===== src/rtl/dps_pkg.sv =====
`timescale 1ns/1ps
package dps_pkg;
    typedef enum logic [1:0] {
        STB_HOLD = 2'd0,
        STB_LOW  = 2'd1,
        STB_HIGH = 2'd2
    } stb_state_e;

    typedef enum logic {
        POL_LO = 1'b0,
        POL_HI = 1'b1
    } pol_state_e;

    typedef enum logic {
        LAT_IDLE   = 1'b0,
        LAT_ACTIVE = 1'b1
    } lat_state_e;
endpackage


===== src/rtl/dps_strobe_gen.sv =====
`timescale 1ns/1ps
module dps_strobe_gen
    import dps_pkg::*;
#(
    parameter int PERIOD_CYC = 6250,
    parameter int LOW_CYC    = 400
) (
    input  logic clk,
    input  logic rst,
    output logic strobe_o,
    output logic tick_o
);
    localparam int HIGH_CYC = PERIOD_CYC - LOW_CYC;
    localparam int CW       = $clog2(PERIOD_CYC + 1);
    localparam logic [CW-1:0] LOW_LAST  = CW'(LOW_CYC - 1);
    localparam logic [CW-1:0] HIGH_LAST = CW'(HIGH_CYC - 1);

    stb_state_e    state_q, state_d;
    logic [CW-1:0] cnt_q, cnt_d;

    // state register
    always_ff @(posedge clk) begin
        if (rst) begin
            state_q <= STB_HOLD;
            cnt_q   <= '0;
        end else begin
            state_q <= state_d;
            cnt_q   <= cnt_d;
        end
    end

    // next state and window counter
    always_comb begin
        state_d = state_q;
        cnt_d   = cnt_q;
        unique case (state_q)
            STB_HOLD: begin
                state_d = STB_LOW;
                cnt_d   = '0;
            end
            STB_LOW: begin
                if (cnt_q == LOW_LAST) begin
                    state_d = STB_HIGH;
                    cnt_d   = '0;
                end else begin
                    cnt_d = cnt_q + 1'b1;
                end
            end
            STB_HIGH: begin
                if (cnt_q == HIGH_LAST) begin
                    state_d = STB_LOW;
                    cnt_d   = '0;
                end else begin
                    cnt_d = cnt_q + 1'b1;
                end
            end
            default: begin
                state_d = STB_HOLD;
                cnt_d   = '0;
            end
        endcase
    end

    // outputs
    always_comb begin
        strobe_o = (state_q == STB_HIGH);
        tick_o   = (state_q == STB_LOW) && (cnt_q == LOW_LAST);
    end

    p_low_window_r1: assert property (@(posedge clk) disable iff (rst)
        (state_q == STB_LOW) |-> (cnt_q <= LOW_LAST));
    p_high_window_r2: assert property (@(posedge clk) disable iff (rst)
        (state_q == STB_HIGH) |-> (cnt_q <= HIGH_LAST));
    p_tick_then_high_r2: assert property (@(posedge clk) disable iff (rst)
        tick_o |=> strobe_o);
    p_tick_from_low_r4: assert property (@(posedge clk) disable iff (rst)
        tick_o |-> !strobe_o);
endmodule


===== src/rtl/dps_pol_div.sv =====
`timescale 1ns/1ps
module dps_pol_div
    import dps_pkg::*;
(
    input  logic clk,
    input  logic rst,
    input  logic tick_i,
    output logic pol_o
);
    pol_state_e state_q, state_d;

    always_ff @(posedge clk) begin
        if (rst) state_q <= POL_LO;
        else     state_q <= state_d;
    end

    always_comb begin
        state_d = state_q;
        unique case (state_q)
            POL_LO: if (tick_i) state_d = POL_HI;
            POL_HI: if (tick_i) state_d = POL_LO;
            default: state_d = POL_LO;
        endcase
    end

    always_comb begin
        pol_o = (state_q == POL_HI);
    end

    p_flip_on_tick_r4: assert property (@(posedge clk) disable iff (rst)
        tick_i |=> (pol_o != $past(pol_o)));
    p_still_off_tick_r4: assert property (@(posedge clk) disable iff (rst)
        !tick_i |=> $stable(pol_o));
endmodule


===== src/rtl/dps_latch_sync.sv =====
`timescale 1ns/1ps
module dps_latch_sync
    import dps_pkg::*;
(
    input  logic clk,
    input  logic rst,
    input  logic tick_i,
    input  logic req_i,
    output logic dl_o
);
    lat_state_e state_q, state_d;

    always_ff @(posedge clk) begin
        if (rst) state_q <= LAT_IDLE;
        else     state_q <= state_d;
    end

    always_comb begin
        state_d = state_q;
        unique case (state_q)
            LAT_IDLE:   if (tick_i && req_i) state_d = LAT_ACTIVE;
            LAT_ACTIVE: if (!req_i)          state_d = LAT_IDLE;
            default:    state_d = LAT_IDLE;
        endcase
    end

    // request low overrides the registered state in the same cycle
    always_comb begin
        dl_o = (state_q == LAT_ACTIVE) && req_i;
    end

    p_enter_on_tick_r6: assert property (@(posedge clk) disable iff (rst)
        ((state_q == LAT_IDLE) && !tick_i) |=> (state_q == LAT_IDLE));
    p_clear_now_r7: assert property (@(posedge clk) disable iff (rst)
        !req_i |-> !dl_o);
    p_hold_while_req_r9: assert property (@(posedge clk) disable iff (rst)
        ((state_q == LAT_ACTIVE) && req_i) |=> (state_q == LAT_ACTIVE));
endmodule


===== src/rtl/disp_phase_sync.sv =====
`timescale 1ns/1ps
module disp_phase_sync #(
    parameter int PERIOD_CYC = 6250,
    parameter int LOW_CYC    = 400
) (
    input  logic clk,
    input  logic rst,
    input  logic latch_req,
    output logic phase_strobe,
    output logic polarity,
    output logic latch_data
);
    logic tick;

    dps_strobe_gen #(
        .PERIOD_CYC (PERIOD_CYC),
        .LOW_CYC    (LOW_CYC)
    ) u_strobe (
        .clk      (clk),
        .rst      (rst),
        .strobe_o (phase_strobe),
        .tick_o   (tick)
    );

    dps_pol_div u_pol (
        .clk    (clk),
        .rst    (rst),
        .tick_i (tick),
        .pol_o  (polarity)
    );

    dps_latch_sync u_latch (
        .clk    (clk),
        .rst    (rst),
        .tick_i (tick),
        .req_i  (latch_req),
        .dl_o   (latch_data)
    );

    p_rises_together_r4: assert property (@(posedge clk) disable iff (rst)
        $rose(phase_strobe) |-> (polarity != $past(polarity)));
endmodule


===== config.mk =====
export PLATFORM = sky130hd
export DESIGN_NAME = disp_phase_sync
export DESIGN_NICKNAME = d
export VERILOG_FILES = /design/src/rtl/dps_pkg.sv /design/src/rtl/dps_strobe_gen.sv /design/src/rtl/dps_pol_div.sv /design/src/rtl/dps_latch_sync.sv /design/src/rtl/disp_phase_sync.sv
export SDC_FILE = /design/constraint.sdc
export NUM_CORES = 1
export LEC_CHECK = 0
export BUFFER_PORTS_ARGS = -buffer_cell sky130_fd_sc_hd__buf_2
export CORE_MARGIN = 4
export CORE_UTILIZATION = 60
export DETAILED_ROUTE_END_ITERATION = 7
export PLACE_DENSITY = 0.79
export SLEW_MARGIN = 20
export SYNTH_ARGS = -nofsm -noshare
export SYNTH_HDL_FRONTEND = slang
export SYNTH_SLANG_ARGS = --single-unit

===== constraint.sdc =====
create_clock -name clk -period 4.2 [get_ports clk]
set_input_delay 0.42 -clock clk [delete_from_list [all_inputs] [get_ports clk]]
set_output_delay 0.42 -clock clk [all_outputs]
set_load 0.01 [all_outputs]

======== Word-level counts from Yosys, hierarchy flattened ========
Cells that the tools add are included.
cells by class
  add/subtract/negate cells ............... 1
  equality and inequality tests ........... 6
  mux-type cells .......................... 12
  bitwise gates (word level) .............. 2
  reductions and logical operators ........ 5
operators by type and width
  kind                   number
  $mux 13                2
  $pmux 13 s2            1
  $add 13x1->13 const B  1
  $eq 13x13->1 const B   1
  $eq 13x9->1 const B    1
  $pmux 2 s3             1
  $mux 1                 4
  $mux 2                 2
  $pmux 1 s2             2
  $logic_and 1x1->1      3
  $eq 2x1->1 const B     1
  $eq 2x2->1 const B     1
  $logic_not 2->1        1
  $ne 2x1->1 const B     1
  $ne 2x2->1 const B     1
  $not 1->1              2
  $reduce_and 2->1       1
word-level totals
  register bits ........................... 17
  input bits .............................. 3
  output and inout port bits .............. 3
  logic and storage cells ................. 30

======== Logic depth before layout (Yosys ltp) ========
Gate-level depths: netlist (run 1).
  word-level depth ........................ 5
  mapped depth ............................ 7
  mapped depth without buffers ............ 6

======== By module ========
Synthesis (run 1) repeated with hierarchy kept, for this count alone.
second synthesis, totals
  cell total of the unflattened synthesis .. 95
  area, all modules ....................... 850.8 um^2
modules (own cells, without submodules)
  module          times used  cells each  area each (um^2)  sequential area each (um^2)
  dps_strobe_gen  1           88          774.5             300.3
  dps_latch_sync  1           4           43.8              20.0
  dps_pol_div     1           3           32.5              20.0

======== Least setup slack after synthesis (run 1) ========
No wires, ideal clock.
  kind .................................... register to register
  start point ............................. register u_strobe.cnt_q[4]
  end point ............................... register u_strobe.state_q[1]
  library setup time ...................... 0.123 ns
  arrival ................................. 1.841 ns
  data required time ...................... 4.077 ns
  path slack .............................. 2.236 ns
  cell stages (with the launch flop) ...... 6
  buffers on the path ..................... 1
  clock period less this slack ............ 1.964 ns
  cell sequence ........................... dfxtp_1 > or4_4 > or4_4 > a21oi_4 > buf_6 > o32ai_2
on the way
  word-level cells in the longest chain between the ends .. 3
  elaborated cells on any way between the ends .. 5
  classes of those cells .................. eq/ne: 4; reduce/logical: 1
RTL lines
  element                                             RTL line                                    source
  start, declared                                     dps_strobe_gen.sv:19                        logic [CW-1:0] cnt_q, cnt_d;
  start signal, assigned                              dps_strobe_gen.sv:28                        cnt_q <= cnt_d;
  $eq 13x9->1 or $eq 13x13->1 (tied branches)         dps_strobe_gen.sv:42, dps_strobe_gen.sv:50
  $ne 2x2->1 (no line) or $ne 2x1->1 (tied branches)  -
  $reduce_and 2->1 (no line) (*)                      -
  end signal, assigned                                dps_strobe_gen.sv:27                        state_q <= state_d;
  end, declared                                       dps_strobe_gen.sv:18                        stb_state_e state_q, state_d;
Every way passes the cells marked *; elsewhere a longest branch is shown, timed or not.
A chain may end at the register's enable or synchronous reset.

======== Worst setup path in the final report (run 1) ========
Same ends and word-level chain as after synthesis.

==> results of run 1 <==
## cell families after synthesis
| group | count (synthesis) | share of synthesized area, % |
|---|---|---|
| DFF | 17 | 39.5 |
| and+or+nand+nor | 44 | 28.2 |
| adders and majority gates | 5 | 7.27 |
| buffers and inverters | 8 | 4.36 |
| AOI/OAI and AO/OA | 6 | 8.43 |
| xor gates and xnor gates | 12 | 12.2 |
## layer usage
| metal | global-route usage [%] | wire length (um) | up-vias |
|---|---|---|---|
| met3 | 3.56 | 87 | 0 |
| met2 | 26.4 | 701 | 19 |
| met1 | 21.0 | 718 | 313 |
| met5 | 0 | 0 | - |
| met4 | 3.41 | 0 | 0 |
| li1 | - | - | 339 |
## stage by stage
step / util, % / hold WS, ps / instances / instance area [sq um] / worst slack (ps)
after floorplan: - / 457 / 92 / 861 / 2240
after global placement: 66.7 / 473 / 110 / 890 / 2110
after detailed placement: 66.7 / 487 / 110 / 890 / 2090
after CTS: 68.8 / 321 / 114 / 917 / 2070
after global routing: 68.8 / 308 / 114 / 917 / 1990
final: 68.8 / 322 / 114 / 917 / 2050
## state kept, by name, summed over array words and instances (netlist names)
signal	count
u_strobe.state_q	2
u_pol.pol_o	1
u_strobe.cnt_q	13
u_latch.state_q	1
## layout by cell type, fill, tap and decap left out
cell type / count
a211o_1: 1
or2_2: 1
clkbuf_4: 3
buf_2: 5
a21oi_4: 1
or4_4: 2
nor2_1: 3
or4bb_1: 1
and2_1: 1
inv_1: 6
o32ai_2: 1
nor3_1: 16
dfxtp_1: 17
nand3b_1: 1
o41a_1: 1
nor4_1: 5
nand4_1: 1
o211a_1: 2
nand4b_1: 1
xnor2_1: 10
nand2_1: 7
nand3_1: 5
ha_1: 5
xor2_1: 2
clkinv_2: 1
## layout make-up
class                   count  area share [%]
clock buffers               3            2.46
clock inverters             1           0.546
inverters                   6            2.46
multi-input cells          67            52.7
flip-flops and latches     17            37.1
well taps                  15            2.05
repair buffers              5            2.73
## where the power goes
part	switching (mW)	leakage (nW)	internal, mW	total (mW)
Sequential	0.00194	0.137	0.163	0.165
Clock	0.0502	0.0177	0.0353	0.0855
Combinational	0.0156	0.150	0.00729	0.0229
Total	0.0678	0.305	0.206	0.273
## worst max path at each step
| stage | startpoint | depth (start not counted) | to | slack [ps] |
|---|---|---|---|---|
| after global routing | u_strobe.cnt_q[4] | 4 | u_strobe.state_q[1] | 1990 |
| final | u_strobe.cnt_q[4] | 4 | u_strobe.state_q[1] | 2050 |
| after detailed placement | u_strobe.cnt_q[4] | 4 | u_strobe.state_q[1] | 2090 |
| after CTS | u_strobe.cnt_q[4] | 4 | u_strobe.state_q[1] | 2070 |
| after floorplan | u_strobe.cnt_q[4] | 5 | u_strobe.state_q[1] | 2240 |
| after global placement | u_strobe.cnt_q[4] | 4 | u_strobe.state_q[1] | 2110 |
==> results.md, run 1 <==
- Detailed placement HPWL: 1.10 mm
- TritonCTS buffer count: 3
- Slowest CP cell: or4_4
- WP data arrival: 2300 ps
- HP Class: in2reg
- Netlist cell types: 24
- Avg WL per Cell: 13.2 um
- Vias per cell: 5.89
- Clock-pin slew on the worst setup and hold paths: 100 ps
- Flops & latches, synth: 17
- Number of DRC markers in iteration 0: 19
- Hold buffer count at CTS: 0
- Max Fclk: 0.466 GHz
- Avg Cell Area, Syn: 9.36 sq um
- Gate count of the mapped netlist: 92
- Port Buffers: 5
- DRC violations left: 0
- Design Power: 0.273 mW
- Synth cell count leaders: dfxtp_1, nor3_1, xnor2_1, nand2_1, inv_1
- Die footprint: 2100 sq um
- TritonCTS clock tree: built
- First-pass GRT wire length: 2.53 mm
- # rows: 13
- Initial antenna violation count: 0
- Register area: 340 sq um
- Sequential element share of the synthesized area: 39.5%
- Worst path top cell family by delay: simple AND/OR/NAND/NOR gates
- Worst r2r path cells: 4
- Setup CP Type: reg2reg
- Fillers: 117
- PwrDens: 298 nW/um^2
- Die Ht: 45.9 um
- Setup TNS: 0 ps
- Postcts setup bufs: 0
- I/O pin total: 6
- CTS sink count: 17
- Fraction of layout cells with a size suffix above 1: 14.1%
- Total number of vias: 671
- Max-cap violations: 0
- Slew headroom: 63.2%
- Total GRT Usage: 16.0%
- Post-layout min period: 2150 ps
- Peak supply drop: 183 uV
- Layout Skew: 0.963 ps
- YS warnings: 0
- CTS root buffer: clkbuf_4
- Largest net degree at the start of global routing: 16
- CP required: 4360 ps
- Status: finished, final reports clean
- Clk_lat worst skew: 280 ps
- Synth area leader: dfxtp_1
- Layout Nets: 108
- GR Overflow Total: 0
- WHS Endpoint: u_pol.pol_o
- Resized cells post-CTS: 0
- Worst Path Buf+Inv: 0
- Reg2Reg Setup Slack: 2050 ps
- Top-area cell type share of the netlist area: 39.5%
- CTS H-Tree Depth: 1
- Tightest Pin Transition: 546 ps
- Min-delay src: rst
- Cell mode on critical path: or4_4
- Mapped Nets: 100
- CP cell instances: or4_4 > or4_4 > a21oi_4 > o32ai_2
- Die Wd: 45.9 um
- CP Launch Type: flip-flop
- DR pass1 iterations: 5
- Ys async rst share: 0%
- Final setup viols: 0
- Multi-input gate area: 483 sq um
- Final Max Tran Viols: 0
- Synthesis-to-layout area growth: 6.54%
- Cell with the most instances after synthesis: dfxtp_1
- Clock Path Buffers: 2
- CP Capture Type: flip-flop
- Critical R2R Capture: u_strobe.state_q[1]
- Top FF cell, synth: dfxtp_1
- Final GP Congestion: 0.767
- Reg-to-Reg Start: u_strobe.cnt_q[4]
- Starting Density: 64.5%
- Endpoints failing hold: 0
- Post-Syn Area: 861 sq um
- Worst hold stages: 2
- Number of flops mapped to enable cells by yosys: 0
- Crit-path max FO: 15
- Fin crit share: 51.1%
- Routed Antenna Nets: 0
- Core area: 1330 sq um
- Ant diodes: 0
- Vias in the first global route: 592
- Synth area leaders: dfxtp_1, xnor2_1, nor3_1
- RSZ-0062 raised after global routing: no
- Highest cell delay on the worst timing path: 560 ps
- Post-Route WL: 1.51 mm
- Lkg Pwr: 0.305 nW
Power figures use the tool's default switching activity.
==> run 2: changes to the inputs <==
CORE_UTILIZATION = 51   (was 60)
PLACE_DENSITY = 0.72   (was 0.79)
clock period = 1.7 ns   (was 4.2 ns; I/O delays follow)
==> run 2 against run 1 <==
Compared with the run above: the run now ends with setup timing left; clock skew increased by 2.0 ps; sequential power increased by 150%; clock power rose to 2.6 times the previous value; sequential cell count is the same; critical endpoint is now u_strobe.state_q[0]; largest power group unchanged; combinational power grew to 3.4 times the previous value; total power increased to 2.6 times the previous value; clock-buffer cell count is the same; first-iteration DRC count unchanged; global-route usage increased by 1.4 points; largest cell class unchanged.
==> results.md, run 2 (synthesis results as in run 1) <==
- Lkg Pwr: 0.427 nW (+40%)
- I/O pin total: 6 (unchanged)
- Fin crit share: 113% (+62 points)
- Sw power: 0.181 mW (+170%)
- WHS: 62.2 ps (-260 ps)
- Number of DRC markers in iteration 0: 19 (unchanged)
- CP required: 1940 ps (-2420 ps)
- Detailed placement HPWL: 1.42 mm (+29%)
- Max-cap violations: 0 (unchanged)
- TritonCTS clock tree: built
- Comb power frac: 11.1% (+2.7 points)
- Post-layout min period: 1920 ps (-228 ps)
- CTS root buffer: clkbuf_4
- Endpoints failing hold: 0 (unchanged)
- Clk_lat worst skew: 290 ps (about the same)
- Port Buffers: 5 (unchanged)
- Die Ht: 49.1 um (+7.0%)
- First-pass GRT wire length: 3.25 mm (+29%)
- TritonCTS buffer count: 3 (unchanged)
- Clock-pin slew on the worst setup and hold paths: 100 ps (about the same)
- Non-filler cells, final: 137 (+20%)
- Final setup viols: 17 (+17)
- Tightest Pin Transition: 474 ps (-72.4 ps)
- Number of flip-flops in the largest register: 13 (unchanged)
- GR Overflow Total: 0 (unchanged)
- Fillers: 124 (+6.0%)
- Vias in the first global route: 740 (+25%)
- Most flops, register: u_strobe.cnt_q
- Slew headroom: 68.3% (+5.1 points)
- Crit-path max FO: 7 (-8)
- WP data arrival: 2160 ps (-140 ps)
- CP Launch Type: flip-flop
- Final Max Tran Viols: 0 (unchanged)
- Total GRT Usage: 17.4% (+1.4 points)
- Ant diodes: 0 (unchanged)
- Cell mode on critical path: or4_4
- Routed Antenna Nets: 0 (unchanged)
- Max Fclk: 0.522 GHz (+12%)
- Sw frac: 25.6% (+0.85 points)
- Setup ws final: -217 ps (-2270 ps)
- Flop pwr share: 57.8% (-2.5 points)
- Failing checks: setup timing
- CP Capture Type: flip-flop
- DRC violations left: 0 (unchanged)
- Internal Power: 0.524 mW (+150%)
- Highest cell delay on the worst timing path: 550 ps (about the same)
- Post-Route WL: 1.93 mm (+28%)
- Die Wd: 49.1 um (+7.0%)
- Setup TNS: -3110 ps (-3110 ps)
- Synthesis-to-layout area growth: 30.7%
- RSZ-0062 raised after global routing: yes
- Status: finished with violations
- CTS sink count: 17 (unchanged)
- Layout Skew: 2.99 ps (+2.03 ps)
- Hold buffer count at CTS: 0 (unchanged)
- Peak supply drop: 481 uV (+160%)
- Clock Path Buffers: 2 (unchanged)
- Top Registers: u_strobe.cnt_q: 13 flops, u_strobe.state_q: 2 flops
- Core area: 1560 sq um (+17%)
- Final GP Congestion: 0.811 (+5.7%)
- Most common cell after layout, fill and taps aside: buf_4
- Vias per cell: 5.64 (-4.3%)
- Die footprint: 2410 sq um (+14%)
- Commonest non-fill, non-tap cells in the layout: buf_4, nor3_1, dfxtp_1, xnor2_1, nand2_1
- Layout Nets: 130 (+20%)
- DR pass1 iterations: 4 (-1)
- Total number of vias: 772 (+15%)
- PwrDens: 626 nW/um^2 (+110%)
- Fraction of layout cells with a size suffix above 1: 33.9% (+20 points)
- Utilization after layout: 72.2% (+3.4 points)
- HP Class: in2reg
- Placed Cells: 130 (+18%)
- Setup CP Type: reg2reg
- # rows: 14 (+1)
- Clk pwr share: 31.1% (-0.2 points)
- Largest net degree at the start of global routing: 14 (-2)
- Avg WL per Cell: 14.1 um (+6.7%)
- Slowest CP cell: or4_4
- Starting Density: 55.2% (-9.3 points)
- CP cell instances: or4_4 > or4_4 > a21oi_4 > buf_6 > o211a_1
- CTS H-Tree Depth: 1 (unchanged)
- Initial antenna violation count: 0 (unchanged)
run 2: path summary, 6_finish.rpt:
| path | startpoint | to | slack, ps | cells after the start |
|---|---|---|---|---|
| max | u_strobe.cnt_q[10] | u_strobe.state_q[0] | -220 | 5 |
| min | rst | u_pol.pol_o | 60 | 2 |
| max reg2reg | u_strobe.cnt_q[10] | u_strobe.state_q[0] | -220 | 5 |
| min reg2reg | u_latch.state_q | u_latch.state_q | 520 | 1 |
run 2: layer usage:
metal	GRT usage, %	vias up	share of wire [%]
met1	21.2	361	44
met4	8.53	0	0
li1	-	386	-
met3	3.67	0	4.0
met2	28.8	25	52
met5	0	-	0
run 2: timing repair:
item / CTS / global route
setup endpoints to repair: 16 / 16
pin swaps: 2 / 1
resized for setup: 1 / 6
setup buffers: 1 / 2
hold endpoints to repair: 0 / 0
run 2: power by group through the flow:
stage	combinational, mW	clock (mW)	sequential [mW]
floorplan	0.0513	0	0.415
global placement	0.0695	0	0.416
detailed placement	0.0711	0	0.416
CTS	0.0717	0.225	0.407
global route	0.0871	0.254	0.408
finish	0.0784	0.219	0.407
run 2: layout make-up:
| cell class | count | area, sq um | share of cell area, % |
|---|---|---|---|
| Clock buffer | 3 | 22.5 | 2.00 |
| Clock inverter | 1 | 5.00 | 0.445 |
| Inverter | 6 | 22.5 | 2.00 |
| Multi-Input combinational cell | 67 | 510 | 45.4 |
| Sequential cell | 17 | 343 | 30.5 |
| Tap cell | 16 | 20.0 | 1.78 |
| Timing Repair Buffer | 27 | 201 | 17.9 |
run 2: worst max-delay path, delay by kind of cell, from the launching register on:
kind	cells	cell delay, ps
and+or+nand+nor	2	1080
buffers and inverters	1	150
AOI/OAI and AO/OA	2	310
DFF	1	340
run 2: per-stage QoR:
stage | power [mW] | area, sq um | worst slack [ps]
after CTS | 0.704 | 1080 | -203
final | 0.704 | 1120 | -217
after floorplan | 0.467 | 863 | -230
after global routing | 0.749 | 1120 | -263
after detailed placement | 0.487 | 1040 | -246
after global placement | 0.485 | 1040 | -213
==> run 3: changes to the inputs <==
CELL_PAD_IN_SITES_DETAIL_PLACEMENT = 1   (was default)
CELL_PAD_IN_SITES_GLOBAL_PLACEMENT = 2   (was default)
CORE_ASPECT_RATIO = 2   (was default)
CORE_UTILIZATION = 32   (was 51)
GPL_ROUTABILITY_DRIVEN = 0   (was default)
PLACE_DENSITY = default   (was 0.72)
PLACE_DENSITY_LB_ADDON = 0.1   (was default)
==> run 3 against run 2 <==
Compared with the run above: the run still ends with setup timing left; routed wire length rose by 22%; die area rose by 51%; non-clock buffer count did not move; sequential power barely moved.
==> results.md, run 3 (synthesis results as in run 1) <==
- CP startpoint: u_strobe.cnt_q[10]
- CTS H-Tree Depth: 1 (unchanged)
- Slowest CP cell: or4_4
- Core area: 2570 sq um (+65%)
- PwrDens: 697 nW/um^2 (+11%)
- Postcts setup bufs: 0 (-1)
- Crit-path max FO: 11 (+4)
- Setup CP Type: reg2reg
- Final setup viols: 15 (-2)
- GRT Max-Usage Layer: met2
- Vias per cell: 5.36 (-5.0%)
- Total GRT Usage: 14.9% (-2.5 points)
- GR Util met1: 13.0% (-8.1 points)
- Synthesis-to-layout area growth: 33.9%
- Die Ht: 81.4 um (+66%)
- CP Launch Type: flip-flop
- Fraction of layout cells with a size suffix above 1: 33.1% (-0.83 points)
- Top Registers: u_strobe.cnt_q: 13 flops, u_strobe.state_q: 2 flops
- Final Max Tran Viols: 0 (unchanged)
- Commonest non-fill, non-tap cells in the layout: buf_4, nor3_1, dfxtp_1, xnor2_1, nand2_1
- Failing checks: setup timing
- Setup TNS: -3030 ps (+78.3 ps)
- Critical R2R Capture: u_strobe.cnt_q[10]
- Port Buffers: 5 (unchanged)
- Peak supply drop: 375 uV (-22%)
- Lkg Pwr: 0.433 nW (+1.5%)
- Slew headroom: 67.2% (-1.2 points)
- Hold buffer count at CTS: 0 (unchanged)
- Setup ws final: -212 ps (+5.39 ps)
- Non-filler cells, final: 149 (+8.8%)
- Placed Cells: 145 (+12%)
- Initial antenna violation count: 0 (unchanged)
- First-pass GRT wire length: 3.87 mm (+19%)
- Grt met3 use: 2.88% (-0.79 points)
- WHS: 106 ps (+43.7 ps)
- DR pass1 iterations: 2 (-2)
- Most common cell after layout, fill and taps aside: buf_4
- Clock-pin slew on the worst setup and hold paths: 70 ps (-30 ps)
- Max-cap violations: 0 (unchanged)
- Post-layout min period: 1910 ps (-5.39 ps)
- TritonCTS clock tree: built
- Number of DRC markers in iteration 0: 5 (-14)
- Layout Nets: 130 (unchanged)
- Endpoints failing hold: 0 (unchanged)
- Worst hold stages: 2 (unchanged)
- Crit path to: u_strobe.cnt_q[10]
- Fillers: 325 (+160%)
- Number of flip-flops in the largest register: 13 (unchanged)
- Utilization after layout: 44.8% (-27 points)
- Most flops, register: u_strobe.cnt_q
- Largest net degree at the start of global routing: 14 (unchanged)
- HP Class: in2reg
- GR Overflow Total: 0 (unchanged)
- Reg-to-Reg Start: u_strobe.cnt_q[10]
- Tightest Pin Transition: 491 ps (+17.3 ps)
- Ant diodes: 0 (unchanged)
- Worst r2r path cells: 5 (unchanged)
- Total number of vias: 798 (+3.4%)
- Vias in the first global route: 827 (+12%)
- Clk_lat worst skew: 250 ps (-40 ps)
- WP data arrival: 2030 ps (-130 ps)
- CTS root buffer: clkbuf_8
- Reg2Reg Setup Slack: -210 ps (about the same)
- # rows: 26 (+12)
- DRC violations left: 0 (unchanged)
- Status: finished with violations
- CP cell instances: or4_4 > or4_4 > a21oi_4 > buf_12 > nor3_1
- Clock Path Buffers: 2 (unchanged)
- TritonCTS buffer count: 3 (unchanged)
- Detailed placement HPWL: 1.95 mm (+37%)
- Fin crit share: 112% (-0.32 points)
- CP Capture Type: flip-flop
- Layout Skew: 2.71 ps (-0.287 ps)
- Starting Density: 33.5% (-22 points)
- Met2 usage: 29.4% (+0.60 points)
- Avg WL per Cell: 15.8 um (+12%)
- Cell mode on critical path: or4_4
- Die Wd: 44.7 um (-9.0%)
- I/O pin total: 6 (unchanged)
- CP required: 1820 ps (-120 ps)
- Max Fclk: 0.523 GHz (+0.28%)
- CTS sink count: 17 (unchanged)
- Die footprint: 3630 sq um (+51%)
- Post-Route WL: 2.35 mm (+22%)
- Routed Antenna Nets: 0 (unchanged)
- RSZ-0062 raised after global routing: yes
- Highest cell delay on the worst timing path: 550 ps (about the same)
run 3: stage by stage:
| stage | worst slack [ps] | power [mW] | instance area (sq um) |
|---|---|---|---|
| global placement | -217 | 0.498 | 1090 |
| detailed placement | -239 | 0.502 | 1090 |
| finish | -212 | 0.803 | 1150 |
| floorplan | -230 | 0.467 | 863 |
| global route | -274 | 0.839 | 1150 |
| CTS | -226 | 0.818 | 1140 |
run 3: layout make-up:
| class | instances | area (sq um) | share of cell area [%] |
|---|---|---|---|
| Inverter | 6 | 22.5 | 1.95 |
| Sequential cell | 17 | 344 | 29.9 |
| Clock buffer | 4 | 45.0 | 3.91 |
| Timing Repair Buffer | 27 | 203 | 17.6 |
| Tap cell | 28 | 35.0 | 3.04 |
| Multi-Input combinational cell | 67 | 503 | 43.6 |
run 3: power breakdown:
part,switching (mW),internal [mW]
logic,0.0465,0.0380
clock network,0.144,0.166
registers,0.00443,0.403
total,0.195,0.608
run 3: what timing repair did:
item                       4_1_cts  5_1_grt
hold endpoints to repair         0        0
setup endpoints to repair       16       16
pin swaps                        2        0
resized for setup                2        2
run 3: how the worst min path moves through the flow:
| stage | start | endpoint | slack, ps |
|---|---|---|---|
| after floorplan | rst | u_pol.pol_o | 240 |
| after global placement | rst | u_pol.pol_o | 380 |
| after detailed placement | rst | u_pol.pol_o | 380 |
| after CTS | rst | u_pol.pol_o | 110 |
| after global routing | rst | u_pol.pol_o | 110 |
| final | rst | u_pol.pol_o | 110 |
run 3: critical path: cells and delay by family, from the launching register on:
kind            cells  cell delay, ps
simple gates        3            1120
compound gates      1             180
buf+inv             1             150
flops               1             320
run 3: layer usage:
| metal | vias to the layer above | wire length, um |
|---|---|---|
| li1 | 388 | - |
| met1 | 395 | 811 |
| met2 | 9 | 1440 |
| met3 | 6 | 49 |
| met4 | 0 | 48 |
| met5 | - | 0 |
